===== src/rtl/cqi_pkg.sv =====
`timescale 1ns/1ps
package cqi_pkg;
  localparam int DATA_W = 32;
  localparam int DIV_W  = 8;
  localparam int CMD_W  = 11;
  // command word flags
  localparam int F_START = 8;
  localparam int F_STOP  = 9;
  localparam int F_READ  = 10;
  // receive read-back
  localparam int RX_EMPTY_BIT = 8;
  // status bits
  localparam int S_NACK = 0;
  localparam int S_OVF  = 1;
  localparam int S_DONE = 27;
  // control bits
  localparam int C_TXRST = 9;
  localparam int C_RXRST = 10;
  // register indices
  localparam logic [1:0] A_CMD = 2'd0;
  localparam logic [1:0] A_RX  = 2'd1;
  localparam logic [1:0] A_STS = 2'd2;
  localparam logic [1:0] A_CTL = 2'd3;

  typedef enum logic [1:0] {ST_IDLE, ST_START, ST_BIT, ST_STOP} eng_st_e;
endpackage


===== src/rtl/cqi_fifo.sv =====
`timescale 1ns/1ps
module cqi_fifo #(
  parameter int W     = 8,
  parameter int DEPTH = 16
) (
  input  logic         clk,
  input  logic         rst,
  input  logic         clr,
  input  logic         push,
  input  logic [W-1:0] din,
  input  logic         pop,
  output logic [W-1:0] dout,
  output logic         empty,
  output logic         full
);
  localparam int AW = $clog2(DEPTH);

  logic [W-1:0] mem [DEPTH];
  logic [AW:0]  wp, rp;

  // storage without reset so it maps onto RAM
  always_ff @(posedge clk) begin
    if (push && !full) mem[wp[AW-1:0]] <= din;
  end

  always_ff @(posedge clk) begin
    if (rst || clr) begin
      wp <= '0;
      rp <= '0;
    end else begin
      if (push && !full) wp <= wp + 1'b1;
      if (pop && !empty) rp <= rp + 1'b1;
    end
  end

  assign empty = (wp == rp);
  assign full  = (wp[AW] != rp[AW]) && (wp[AW-1:0] == rp[AW-1:0]);
  assign dout  = mem[rp[AW-1:0]];
endmodule


===== src/rtl/cqi_engine.sv =====
`timescale 1ns/1ps
module cqi_engine
  import cqi_pkg::*;
(
  input  logic             clk,
  input  logic             rst,
  input  logic [DIV_W-1:0] div,
  input  logic             cmd_empty,
  input  logic [CMD_W-1:0] cmd_word,
  output logic             cmd_pop,
  output logic             rx_push,
  output logic [7:0]       rx_byte,
  output logic             abort_p,
  output logic             done_p,
  output logic             tick_o,
  output logic             scl_low,
  output logic             sda_low,
  input  logic             sda_s
);
  logic [DIV_W-1:0] dcnt;
  logic             tick;
  eng_st_e          st;
  logic [1:0]       q;
  logic [3:0]       bitn;
  logic [7:0]       sh, cnt;
  logic             rd_mode, stop_f, ack_bad;

  // quarter-step timebase
  assign tick = (div <= DIV_W'(1)) || (dcnt >= div - 1'b1);
  always_ff @(posedge clk) begin
    if (rst || tick) dcnt <= '0;
    else             dcnt <= dcnt + 1'b1;
  end

  assign tick_o  = tick;
  assign cmd_pop = tick && (st == ST_IDLE) && !cmd_empty;
  assign rx_byte = sh;

  always_ff @(posedge clk) begin
    if (rst) begin
      st <= ST_IDLE; q <= '0; bitn <= '0; sh <= '0; cnt <= '0;
      rd_mode <= 1'b0; stop_f <= 1'b0; ack_bad <= 1'b0;
      scl_low <= 1'b0; sda_low <= 1'b0;
      rx_push <= 1'b0; done_p <= 1'b0; abort_p <= 1'b0;
    end else begin
      rx_push <= 1'b0;
      done_p  <= 1'b0;
      abort_p <= 1'b0;
      if (tick) begin
        q <= q + 1'b1;
        case (st)
          ST_IDLE: begin
            q <= '0;
            if (!cmd_empty) begin
              stop_f <= cmd_word[F_STOP];
              bitn   <= '0;
              if (cmd_word[F_START]) begin
                sh <= cmd_word[7:0]; rd_mode <= 1'b0; st <= ST_START;
              end else if (cmd_word[F_READ]) begin
                cnt <= cmd_word[7:0]; rd_mode <= 1'b1;
                if (cmd_word[7:0] == 8'd0) st <= cmd_word[F_STOP] ? ST_STOP : ST_IDLE;
                else                       st <= ST_BIT;
              end else begin
                sh <= cmd_word[7:0]; rd_mode <= 1'b0; st <= ST_BIT;
              end
            end
          end
          ST_START: begin
            case (q)
              2'd0: sda_low <= 1'b0;
              2'd1: scl_low <= 1'b0;
              2'd2: sda_low <= 1'b1;
              default: begin scl_low <= 1'b1; st <= ST_BIT; end
            endcase
          end
          ST_BIT: begin
            case (q)
              2'd0: sda_low <= (bitn == 4'd8) ? (rd_mode && !(cnt == 8'd1 && stop_f))
                                              : (!rd_mode && !sh[7]);
              2'd1: scl_low <= 1'b0;
              2'd2: begin
                if (bitn == 4'd8) ack_bad <= sda_s;
                else if (rd_mode) sh <= {sh[6:0], sda_s};
              end
              default: begin
                scl_low <= 1'b1;
                if (bitn != 4'd8) begin
                  bitn <= bitn + 1'b1;
                  if (!rd_mode) sh <= {sh[6:0], 1'b0};
                end else begin
                  bitn <= '0;
                  if (rd_mode) begin
                    rx_push <= 1'b1;
                    cnt     <= cnt - 1'b1;
                    if (cnt == 8'd1) st <= stop_f ? ST_STOP : ST_IDLE;
                  end else if (ack_bad) begin
                    abort_p <= 1'b1;
                    st      <= ST_STOP;
                  end else begin
                    st <= stop_f ? ST_STOP : ST_IDLE;
                  end
                end
              end
            endcase
          end
          default: begin // ST_STOP
            case (q)
              2'd0: sda_low <= 1'b1;
              2'd1: scl_low <= 1'b0;
              2'd2: sda_low <= 1'b0;
              default: begin done_p <= 1'b1; st <= ST_IDLE; end
            endcase
          end
        endcase
      end
    end
  end
endmodule


===== src/rtl/cqi2c_master.sv =====
`timescale 1ns/1ps
module cqi2c_master
  import cqi_pkg::*;
#(
  parameter int FIFO_DEPTH = 16,
  parameter int DIV_RST    = 84
) (
  input  logic              clk,
  input  logic              rst,
  input  logic              bus_wr,
  input  logic              bus_rd,
  input  logic [1:0]        bus_addr,
  input  logic [DATA_W-1:0] bus_wdata,
  output logic [DATA_W-1:0] bus_rdata,
  output logic              scl_oe,
  output logic              sda_oe,
  input  logic              sda_in
);
  logic [DIV_W-1:0] div_q;
  logic             tx_full, tx_empty, tx_pop, tx_push, tx_clr;
  logic [CMD_W-1:0] tx_dout;
  logic             rx_full, rx_empty, rx_pop, rx_push, rx_clr;
  logic [7:0]       rx_dout, rx_byte;
  logic             abort_p, done_p, tick;
  logic             sda_m, sda_s;
  logic             sts_done, sts_nack, sts_ovf;
  logic             wr_ctl, wr_sts;
  logic             unused_bits;

  assign unused_bits = ^{bus_wdata[31:28], bus_wdata[26:11], rx_full};

  assign wr_ctl  = bus_wr && (bus_addr == A_CTL);
  assign wr_sts  = bus_wr && (bus_addr == A_STS);
  assign tx_push = bus_wr && (bus_addr == A_CMD);
  assign tx_clr  = (wr_ctl && bus_wdata[C_TXRST]) || abort_p;
  assign rx_clr  = wr_ctl && bus_wdata[C_RXRST];
  assign rx_pop  = bus_rd && (bus_addr == A_RX);

  cqi_fifo #(.W(CMD_W), .DEPTH(FIFO_DEPTH)) u_txq (
    .clk(clk), .rst(rst), .clr(tx_clr), .push(tx_push), .din(bus_wdata[CMD_W-1:0]),
    .pop(tx_pop), .dout(tx_dout), .empty(tx_empty), .full(tx_full));

  cqi_fifo #(.W(8), .DEPTH(FIFO_DEPTH)) u_rxq (
    .clk(clk), .rst(rst), .clr(rx_clr), .push(rx_push), .din(rx_byte),
    .pop(rx_pop), .dout(rx_dout), .empty(rx_empty), .full(rx_full));

  cqi_engine u_eng (
    .clk(clk), .rst(rst), .div(div_q), .cmd_empty(tx_empty), .cmd_word(tx_dout),
    .cmd_pop(tx_pop), .rx_push(rx_push), .rx_byte(rx_byte), .abort_p(abort_p),
    .done_p(done_p), .tick_o(tick), .scl_low(scl_oe), .sda_low(sda_oe), .sda_s(sda_s));

  always_ff @(posedge clk) begin
    if (rst) begin
      sda_m <= 1'b1; sda_s <= 1'b1;
      div_q <= DIV_W'(DIV_RST);
      sts_done <= 1'b0; sts_nack <= 1'b0; sts_ovf <= 1'b0;
    end else begin
      sda_m <= sda_in; sda_s <= sda_m;
      if (wr_ctl) div_q <= bus_wdata[DIV_W-1:0];
      sts_done <= done_p | (sts_done & !(wr_sts && bus_wdata[S_DONE]));
      sts_nack <= abort_p | (sts_nack & !(wr_sts && bus_wdata[S_NACK]));
      sts_ovf  <= (tx_push && tx_full) | (sts_ovf & !(wr_sts && bus_wdata[S_OVF]));
    end
  end

  always_ff @(posedge clk) begin
    if (rst) bus_rdata <= '0;
    else if (bus_rd) begin
      bus_rdata <= '0;
      case (bus_addr)
        A_RX: begin
          bus_rdata[7:0]          <= rx_empty ? 8'h00 : rx_dout;
          bus_rdata[RX_EMPTY_BIT] <= rx_empty;
        end
        A_STS: begin
          bus_rdata[S_DONE] <= sts_done;
          bus_rdata[S_OVF]  <= sts_ovf;
          bus_rdata[S_NACK] <= sts_nack;
        end
        A_CTL:   bus_rdata[DIV_W-1:0] <= div_q;
        default: ;
      endcase
    end
  end
endmodule


===== config.mk =====
export PLATFORM = sky130hd
export DESIGN_NAME = cqi2c_master
export DESIGN_NICKNAME = d
export VERILOG_FILES = /design/src/rtl/cqi_pkg.sv /design/src/rtl/cqi_fifo.sv /design/src/rtl/cqi_engine.sv /design/src/rtl/cqi2c_master.sv
export SDC_FILE = /design/constraint.sdc
export NUM_CORES = 1
export LEC_CHECK = 0
export ABC_AREA = 1
export BUFFER_PORTS_ARGS = -buffer_cell sky130_fd_sc_hd__buf_4
export CORE_MARGIN = 2
export CORE_UTILIZATION = 60
export CTS_BUF_LIST = sky130_fd_sc_hd__clkbuf_2 sky130_fd_sc_hd__clkbuf_4 sky130_fd_sc_hd__clkbuf_8
export CTS_CLUSTER_DIAMETER = 80
export DETAILED_ROUTE_END_ITERATION = 7
export PLACE_DENSITY = 0.77
export REMOVE_ABC_BUFFERS = 1
export SYNTH_ARGS = -nofsm -noshare
export SYNTH_HDL_FRONTEND = slang
export SYNTH_HIERARCHICAL = 1
export SYNTH_SLANG_ARGS = --single-unit

===== constraint.sdc =====
create_clock -name clk -period 2.77 [get_ports clk]
set_input_delay 0.277 -clock clk [delete_from_list [all_inputs] [get_ports clk]]
set_output_delay 0.277 -clock clk [all_outputs]
set_load 0.05 [all_outputs]

# Word level (Yosys, flattened, before mapping)
# Memories as Yosys holds them, arrays and structs flattened. A register that Yosys moved wholly into a read port is not among the register bits.
# Index checks and enable logic that the tools add are counted.
[totals] ff_bits=83 mem_bits_rw=304 input_bits=39 output_inout_bits=34 elab_cells=200 n_memories=2
[classes] addsub=9 magnitude_cmp=2 eq_ne=33 n_mux=61 n_bitwise=10 n_reduce_logical=58
[mem_list] memory="u_txq.mem" words=16 word_bits=11 rd=1 rd_ports_with_merged_regs=1 write_ports=1 line="cqi_fifo.sv:18" text="logic [W-1:0] mem [DEPTH];"
[mem_list] memory="u_rxq.mem" words=16 word_bits=8 rd=1 rd_ports_with_merged_regs=1 write_ports=1 line="cqi_fifo.sv:18"
[op_table] cell="$mux 8" n=14
[op_table] cell="$pmux 8 s2" n=3
[op_table] cell="$mux 2" n=14
[op_table] cell="$mux 4" n=7
[op_table] cell="$logic_and 1x1->1" n=21
[op_table] cell="$add 5x1->5 const B" n=4
[op_table] cell="$ne 2x2->1 const B" n=8
[op_table] cell="$reduce_and 4->1" n=4
[op_table] cell="$sub 8x1->8 const B" n=2
[op_table] cell="$mux 1" n=14
[op_table] cell="$ne 3x3->1 const B" n=4
[op_table] cell="$pmux 2 s3" n=2
[op_table] cell="$pmux 6 s2" n=1
[op_table] cell="$eq 5x5->1" n=2
[op_table] cell="$logic_not 1->1" n=10
[op_table] cell="$reduce_and 9->1" n=1
[op_table] cell="$add 8x1->8 const B" n=1
[op_table] cell="$eq 2x2->1 const B" n=4
[op_table] cell="$eq 4x4->1" n=2
[op_table] cell="$eq 8x1->1 const B" n=1
[op_table] cell="$ge 8x8->1" n=1
[op_table] cell="$le 8x1->1 const B" n=1
[op_table] cell="$logic_not 8->1" n=1
[op_table] cell="$pmux 1 s2" n=4
[op_table] cell="25 further kinds" n=47

# Depth between registers and ports, before layout
# Gate-level depths: netlist (run 1).
[depth] ltp_word=8 depth_mapped=19 ltp_nobuf=19

# Cells and area by module
# Netlist (run 1), hierarchy kept.
[modules_own_cells] module="cqi_fifo (u_txq)" n_inst=1 cells_per_inst=685 area_per_inst_um2=7990.2
[modules_own_cells] module="cqi_fifo (u_rxq)" n_inst=1 cells_per_inst=534 area_per_inst_um2=6062.1
[modules_own_cells] module="cqi_engine" n_inst=1 cells_per_inst=411 area_per_inst_um2=2646.3
[modules_own_cells] module="cqi2c_master" n_inst=1 cells_per_inst=153 area_per_inst_um2=1128.6

# Worst setup path after synthesis (run 1)
# Ideal clock, no wire load.
[synth_timing] kind="reg2reg" startpoint="register div_q[0]" endpoint="register u_txq.rp[4]" arrival_time_ns=2.368 t_required_ns=2.655 slack_ns=0.287 stages_incl_launch_ff=20 n_path_buf=0 synth_period_minus_slack_ns=2.483 path_cell_list="dfxtp_1 inv_1 ha_1 nand2_1 nor3_1 xor2_1 inv_1 ha_1 nand2_1 o21bai_1 nand2_1 nor2_1 nand2_2 nand3_1 inv_1 nand2_1 nor3_1 nand3_1 nand2_1 nor2_1"
[synth_via] elab_chain_len=6
[synth_rtl] element="start, declared" line="cqi2c_master.sv:19" text="logic [DIV_W-1:0] div_q;"
[synth_rtl] element="start signal, assigned" line="cqi2c_master.sv:55" text="div_q <= DIV_W'(DIV_RST);"
[synth_rtl] element="start signal, assigned" line="cqi2c_master.sv:59" text="if (wr_ctl) div_q <= bus_wdata[DIV_W-1:0];"
[synth_rtl] element="$sub 8x1->8" line="cqi_engine.sv:29" text="assign tick = (div <= DIV_W'(1)) || (dcnt >= div - 1'b1);"
[synth_rtl] element="$ge 8x8->1" line="cqi_engine.sv:29"
[synth_rtl] element="$logic_or 1x1->1 (*)" line="cqi_engine.sv:29"
[synth_rtl] element="$logic_and 1x1->1 (*) (2 in a row)" line="cqi_engine.sv:36" text="assign cmd_pop = tick && (st == ST_IDLE) && !cmd_empty;"
[synth_rtl] element="via tx_pop" line="cqi2c_master.sv:20" text="logic tx_full, tx_empty, tx_pop, tx_push, tx_clr;"
[synth_rtl] element="$logic_and 1x1->1 (*)" line="cqi_fifo.sv:32" text="if (pop && !empty) rp <= rp + 1'b1;"
[synth_rtl] element="end signal, assigned" line="cqi_fifo.sv:32"
[synth_rtl] element="end, declared" line="cqi_fifo.sv:19" text="logic [AW:0] wp, rp;"
# Mark *: on every way through the listed nets, which the timed path passes. The rest lies on a longest branch.
# A chain may end at the register's enable or synchronous reset.

# Final worst setup path (run 1)
[layout_timing] startpoint="register div_q[0]" endpoint="register u_txq.rp[4]"
[layout_via] elab_chain_len=6
[layout_rtl] element="$sub 8x1->8" line="cqi_engine.sv:29"
[layout_rtl] element="$ge 8x8->1" line="cqi_engine.sv:29"
[layout_rtl] element="$logic_or 1x1->1 (*)" line="cqi_engine.sv:29"
[layout_rtl] element="via tick" line="cqi2c_master.sv:24" text="logic abort_p, done_p, tick;"
[layout_rtl] element="$logic_and 1x1->1 (*) (2 in a row)" line="cqi_engine.sv:36"
[layout_rtl] element="via tx_pop" line="cqi2c_master.sv:20"
[layout_rtl] element="$logic_and 1x1->1 (*)" line="cqi_fifo.sv:32"
# Marks and branches as above.

==> impl_results.md, run 1 <==
* CTS Root Cell: clkbuf_8
* Sw frac at 20.9%
* Critical path class: flop to flop
* Slew margin rel. at 30.1%
* Async set-reset flop share out of synthesis at 0%
* Max cap viols at 0
* Required time worst endpoint at 3.27 ns
* Critical Path Sink Type: flop
* WL/cell at 16.4 um
* CP peak stage delay at 0.32 ns
* CP Capture Point: u_txq/rp[4]
* Area of the multi-input gates at roughly 0.0055 sq mm
* Critical path's slowest cell: dfxtp_1
* Hold Path Origin: bus_wdata[27]
* Port buffer count at 30
* Number of global-route vias before repair at 12,100
* Cells after Synth at about 1,800
* R2r setup slk at around 0.22 ns
* Pre-Repair DR Iteration Count at 5
* Commonest non-fill, non-tap cell in the layout: edfxtp_1
* Standard-cell rows at 63
* Peak VDD IR at roughly 470 uV
* Clock latency on the worst-skew pair at a little over 0.6 ns
* Cts bufs inserted at 59
* Post-Syn Area at ~0.018 sq mm
* Period Utilization, post-route at 92.1%
* Clock transition at path regs at approximately 0.060 ns
* Yosys top cell by area: edfxtp_1
* Logic gate share of total power at 3.2%
* Dpl cell area at 0.0185 sq mm
* Clk pwr share at a little over two fifths
* Slew Limit Fails at 0
* Layout cell share with drive strength beyond 1 at 13.3%
* Final Non-Filler Cells at about 2,300
* EDFF count, synth at 304
* Via Count at 12,600
* Worst Tran Pin Value at 1.04 ns
* TritonCTS clock tree: built
* GRT Residual Overflow at 0
* Outcome: completed
* Fmax at 0.392 GHz
* Fill cell count at 2,195
* Critical path arrival at 3.05 ns
* First-pass GRT wire length at 61,100 um
* DRT Wirelength at 37,800 um
* Startpoint Class: flop
* Final core utilization at 67.7%
* CP Max Fanout at 6
* ANT nets after route at 0
* Die X at 176 um
* Height of the die at 176 um
* DP HPWL at roughly 25,000 um
* Fin. Hold Viols at 0
* GR Util All Layers at approximately 25%
* Clock skew at around 0.027 ns
* Gp weighted congestion at 0.890
* Sw Pwr at 2.47 mW
* N_diodes at 0
* DIE AREA at 0.0311 sq mm
* Initial antenna violation count at 0
* Final Critical Period at 2.55 ns
* H-tree Lvls at 2
* Worst Setup SP: div_q[0]
* Vias per std cell at 5.47
* Placed instance count at roughly 2,200
* Mean area per synthesized cell at 10.0 sq um
* Starting density of the core at ~60%
* Core region area at 0.0295 sq mm
* Synthesis-to-finish area growth at 12.0%
* Share of the synthesized area in the top cell type at 51.2%
* HP Class: input pin to flop
* P_int at approximately 9.3 mW
* Yosys warning total at 6
* Initial DRC count at roughly 1,100
* Seq pwr share at between 50% and 60%
* Clk sinks at 395
* Synth area leaders: edfxtp_1 51%, dfxtp_1 10%, nand2_1 6.3%, inv_1 5.1%, nand3_1 4.6%
* Max Buffers Root-to-Sink at 3
* Reg2reg end: u_txq/rp[4]
* Synth Register Bits at between 300 and 400
* CP Cell Sequence: inv_2 -> ha_4 -> nand2_2 -> nor3_2 -> xor2_1 -> inv_1 -> ha_1 -> nand2_1 -> o21bai_1 -> nand2_1 -> nor2_1 -> nand2_2 -> nand3_2 -> inv_2 -> nand2_2 -> nor3_2 -> nand3_1 -> nand2_1 -> nor2_1
* Final #Nets at about 1,900
* FF-to-FF Start: div_q[0]
* PD cells at about 600 mW/mm^2
* Largest net degree at the start of global routing at 80
* Commonest non-fill, non-tap cells in the layout: 304 x edfxtp_1, 294 x nand2_1, 237 x inv_1
* Distinct cells, synth at 43
* Setup violators final at 0
* Register area at 0.0110 sq mm
* Register area share after synthesis at 61.4%
* # IOs at 73
* DRC at 0
* Leakage at 7.80 nW
* Final instance area at 0.0200 sq mm
* Register-to-Register Path Depth at 19
* Top FF cell, synth: edfxtp_1
## power by group through the flow
stage          sequential, mW  clock (mW)  combinational, mW
4_1_cts                  6.38        5.10              0.367
3_3_place_gp             6.51           0              0.348
6_report                 6.38        5.03              0.374
3_5_place_dp             6.51           0              0.355
5_1_grt                  6.38        5.35              0.411
2_1_floorplan            6.53           0              0.200
## cells by family (layout without fill, tap and decap cells)
kind of cell,count (synthesis),count (layout),synth area share [%]
buffers and inverters,344,451,8.32
adders and majority gates,33,33,2.32
AOI/OAI and AO/OA,310,310,9.98
and+or+nand+nor,682,682,17.0
DFF,395,395,61.4
xor gates and xnor gates,18,18,0.969
other,1,22,0.0210
## worst min-delay path by stage
stage,endpoint,slack [ns],depth (start not counted)
finish,sts_done,0.02,4
global route,u_txq/mem[4][10],0.006,1
CTS,sts_done,0.003,4
detailed placement,sda_s,0.40,1
global placement,sda_s,0.40,1
floorplan,bus_rdata[1],0.34,1
## timing repair
item	in CTS	in global routing
hold buffers	9	0
setup endpoints to repair	1	33
gates cloned	0	0
setup buffers	0	5
hold endpoints to repair	93	0
gates resized for setup	1	14
pin swaps	0	5
## routing by layer
| metal | share of wire (%) | track usage, % | vias up |
|---|---|---|---|
| met1 | 42 | 32.9 | 5918 |
| met2 | 49 | 41.6 | 430 |
| met3 | 6.7 | 3.77 | 74 |
| met4 | 2.7 | 8.44 | 0 |
| li1 | - | - | 6155 |
| met5 | 0 | 0 | - |
## per-stage QoR
step	TNS [ns]	worst slack, ns	power, mW	hold slack, ns
final	0	0.219	11.8	0.0177
after CTS	0	0.0384	11.8	0.00257
after global placement	0	0.124	6.85	0.397
after floorplan	-33.43	-1.66	6.73	0.339
after global routing	-0.0154	-0.0154	12.1	0.00599
after detailed placement	0	0.0314	6.86	0.397
## sequential cells by signal, indices dropped and copies added, names as in the netlist, 2 cells and up, named ones only
register       count
bus_rdata         10
div_q              8
u_eng/bitn         4
u_eng/cnt          8
u_eng/dcnt         8
u_eng/q            2
u_eng/rx_byte      8
u_eng/st           2
u_rxq/mem        128
u_rxq/rp           5
u_rxq/wp           5
u_txq/mem        176
u_txq/rp           5
u_txq/wp           5
## worst max-delay path: cells and delay by family (launching register included)
family                   cells  cell delay (ns)
buffers and inverters        3             0.25
XOR/XNOR                     1             0.16
flip-flops                   1             0.32
AND/OR/NAND/NOR             12             1.14
adder cells (fa/ha/maj)      2             0.41
AO/OA/AOI/OAI                1             0.15
## cells in the mapped netlist, drive strengths merged, types with 6 or more instances
library cell and n:
ha 33, xor2 12, o21ai 112, nor3 20
a21oi 111, buf 66, edfxtp 304, inv 249
dfxtp 91, xnor2 6, o211ai 76, clkbuf 26
nor2 168, a31oi 6, nand4 7, nand2 312
nand3 169
## layout make-up
cell class | instances | area share (%)
clock buffers | 91 | 5.61
repair buffers | 91 | 3.74
clock inverters | 17 | 0.877
inverters | 252 | 4.78
well taps | 390 | 2.44
multi-input cells | 1065 | 27.6
flip-flops and latches | 395 | 54.9
Power figures use the tool's default switching activity.
==> inputs of run 2 (changes only) <==
==> constraint.sdc (replaced) <==
create_clock -name clk -period 3 [get_ports clk]
set_input_delay 0.3 -clock clk [delete_from_list [all_inputs] [get_ports clk]]
set_output_delay 0.3 -clock clk [all_outputs]
set_load 0.01 [all_outputs]
==> impl_results.md, run 2 (synthesis results as in run 1) <==
* GRT Residual Overflow at 0 (unchanged)
* DIE AREA at 0.0311 sq mm (unchanged)
* Initial antenna violation count at 0 (unchanged)
* Critical path arrival at 3.23 ns (+0.18 ns)
* Gp weighted congestion at 0.889 (-0.18%)
* Clock latency on the worst-skew pair at 0.60 ns (about the same)
* Fmax at 0.372 GHz (-5.2%)
* Standard-cell rows at 63 (unchanged)
* DRC at 0 (unchanged)
* H-tree Lvls at 2 (unchanged)
* Final #Nets at 1,925 (-0.57%)
* Register-to-Register Path Depth at 15 (-4)
* DRT Wirelength at 37,200 um (-1.5%)
* Period Utilization, post-route at 89.7% (-2.4 points)
* Hold slack final at 0.0388 ns (+0.0210 ns)
* N_diodes at 0 (unchanged)
* Slew Limit Fails at 0 (unchanged)
* Commonest non-fill, non-tap cell in the layout: edfxtp_1
* Port buffer count at 30 (unchanged)
* PD cells at 539 mW/mm^2 (-8.8%)
* GR Util All Layers at 24.2% (-0.53 points)
* Fin. Hold Viols at 0 (unchanged)
* Initial DRC count at 1,284 (+20%)
* Critical path class: flop to flop
* WL/cell at 16.2 um (-1.2%)
* ANT nets after route at 0 (unchanged)
* Required time worst endpoint at 3.54 ns (+0.27 ns)
* Max cap viols at 0 (unchanged)
* Clock skew at 0.0234 ns (-0.00361 ns)
* Setup violators final at 0 (unchanged)
* TritonCTS clock tree: built
* CP Capture Point: u_eng/st[0]
* CTS Root Cell: clkbuf_8
* Post-route total power at 10.7 mW (-9.5%)
* Clock transition at path regs at 0.06 ns (about the same)
* Die X at 176 um (unchanged)
* Largest register FFs at 176 (unchanged)
* First-pass GRT wire length at 59,900 um (-2.0%)
* Outcome: completed
* Height of the die at 176 um (unchanged)
* # IOs at 73 (unchanged)
* RSZ-0062 raised after global routing: no
* Final Non-Filler Cells at 2,293 (-0.35%)
* Final Critical Period at 2.69 ns (+0.140 ns)
* Leakage at 7.73 nW (-0.98%)
* Peak VDD IR at 423 uV (-10%)
* Vias per std cell at 5.47 (+0.13%)
* R2r setup slk at 0.31 ns (+0.09 ns)
* Critical Path Sink Type: flop
* Setup TNS at 0 ns (unchanged)
* Number of global-route vias before repair at 11,800 (-2.3%)
* Commonest non-fill, non-tap cells in the layout: 304 x edfxtp_1, 297 x nand2_1, 239 x inv_1
* DP HPWL at 24,100 um (-1.7%)
* Cts bufs inserted at 60 (+1.7%)
* Placed instance count at 2,171 (-0.37%)
* Reg2reg end: u_eng/st[0]
* CP Max Fanout at 68 (+62)
* Pre-Repair DR Iteration Count at 6 (+1)
* Synthesis-to-finish area growth at 11.1%
* Layout cell share with drive strength beyond 1 at 12.2% (-1.1 points)
* Clk sinks at 395 (unchanged)
* Starting density of the core at 60.5% (unchanged)
* Core region area at 0.0295 sq mm (unchanged)
* Final core utilization at 67.2% (-0.55 points)
* Startpoint Class: flop
* Largest net degree at the start of global routing at 69 (-14%)
* Worst Tran Pin Value at 1.00 ns (-0.0392 ns)
* HP Class: input pin to flop
* Max Buffers Root-to-Sink at 3 (unchanged)
* Slew margin rel. at 32.8% (+2.6 points)
* Via Count at 12,600 (-0.21%)
## run 2: layer usage
layer  global-route usage [%]  up-vias  routed length (um)
met3                     3.64       72                2410
met5                        0        -                   0
met1                     32.5     5912               15800
met4                     7.68        0                 839
met2                     40.7      435               18200
li1                         -     6131                   -
## run 2: how the worst min path moves through the flow
| stage | start | cells past startpoint | end | slack (ns) |
|---|---|---|---|---|
| after floorplan | rst | 1 | bus_rdata[1] | 0.36 |
| after global placement | sda_m | 1 | sda_s | 0.40 |
| after detailed placement | sda_m | 1 | sda_s | 0.39 |
| after CTS | bus_wdata[0] | 1 | u_txq/mem[0][0] | 0.005 |
| after global routing | bus_wdata[1] | 1 | u_txq/mem[6][1] | 0.02 |
| final | bus_wdata[0] | 1 | u_txq/mem[2][0] | 0.04 |
## run 2: report_power, final
part           internal, mW  switching (mW)
combinational        0.0853           0.182
clock                  2.49            2.02
sequential             5.88          0.0190
## run 2: stage by stage
stage                     area [sq um]  setup WS [ns]
after floorplan                  17400          -1.43
after detailed placement         18400          0.190
final                            19800          0.309
after CTS                        19800          0.189
after global placement           18400          0.251
after global routing             19800         0.0240
## run 2: cell type report
class,instances,area (sq um)
sequential,395,11000
clock inverter,21,136
multi-input combinational,1065,5480
fill,2200,9670
clock buffer,91,1130
tap,390,488
inverter,252,955
timing repair buffer,79,658
## run 2: critical path, cell delays in order, from the launching register on
cell,delay (ns)
dfxtp_4,0.79
buf_4,0.39
nand2_1,0.11
o211ai_1,0.11
nand3_1,0.12
nand3_1,0.09
nand2_1,0.10
nor2_1,0.12
nand2_1,0.08
nor2_1,0.18
nand3_1,0.10
nand2_1,0.08
nand2_1,0.05
a21oi_1,0.13
nor2_1,0.06
nor2_1,0.10
## run 2: what timing repair did
action | 4_1_cts | 5_1_grt
setup endpoints to repair | 0 | 6
hold endpoints to repair | 42 | 0
hold buffers | 6 | 0
gates resized for setup | 0 | 2
setup buffers | 0 | 4
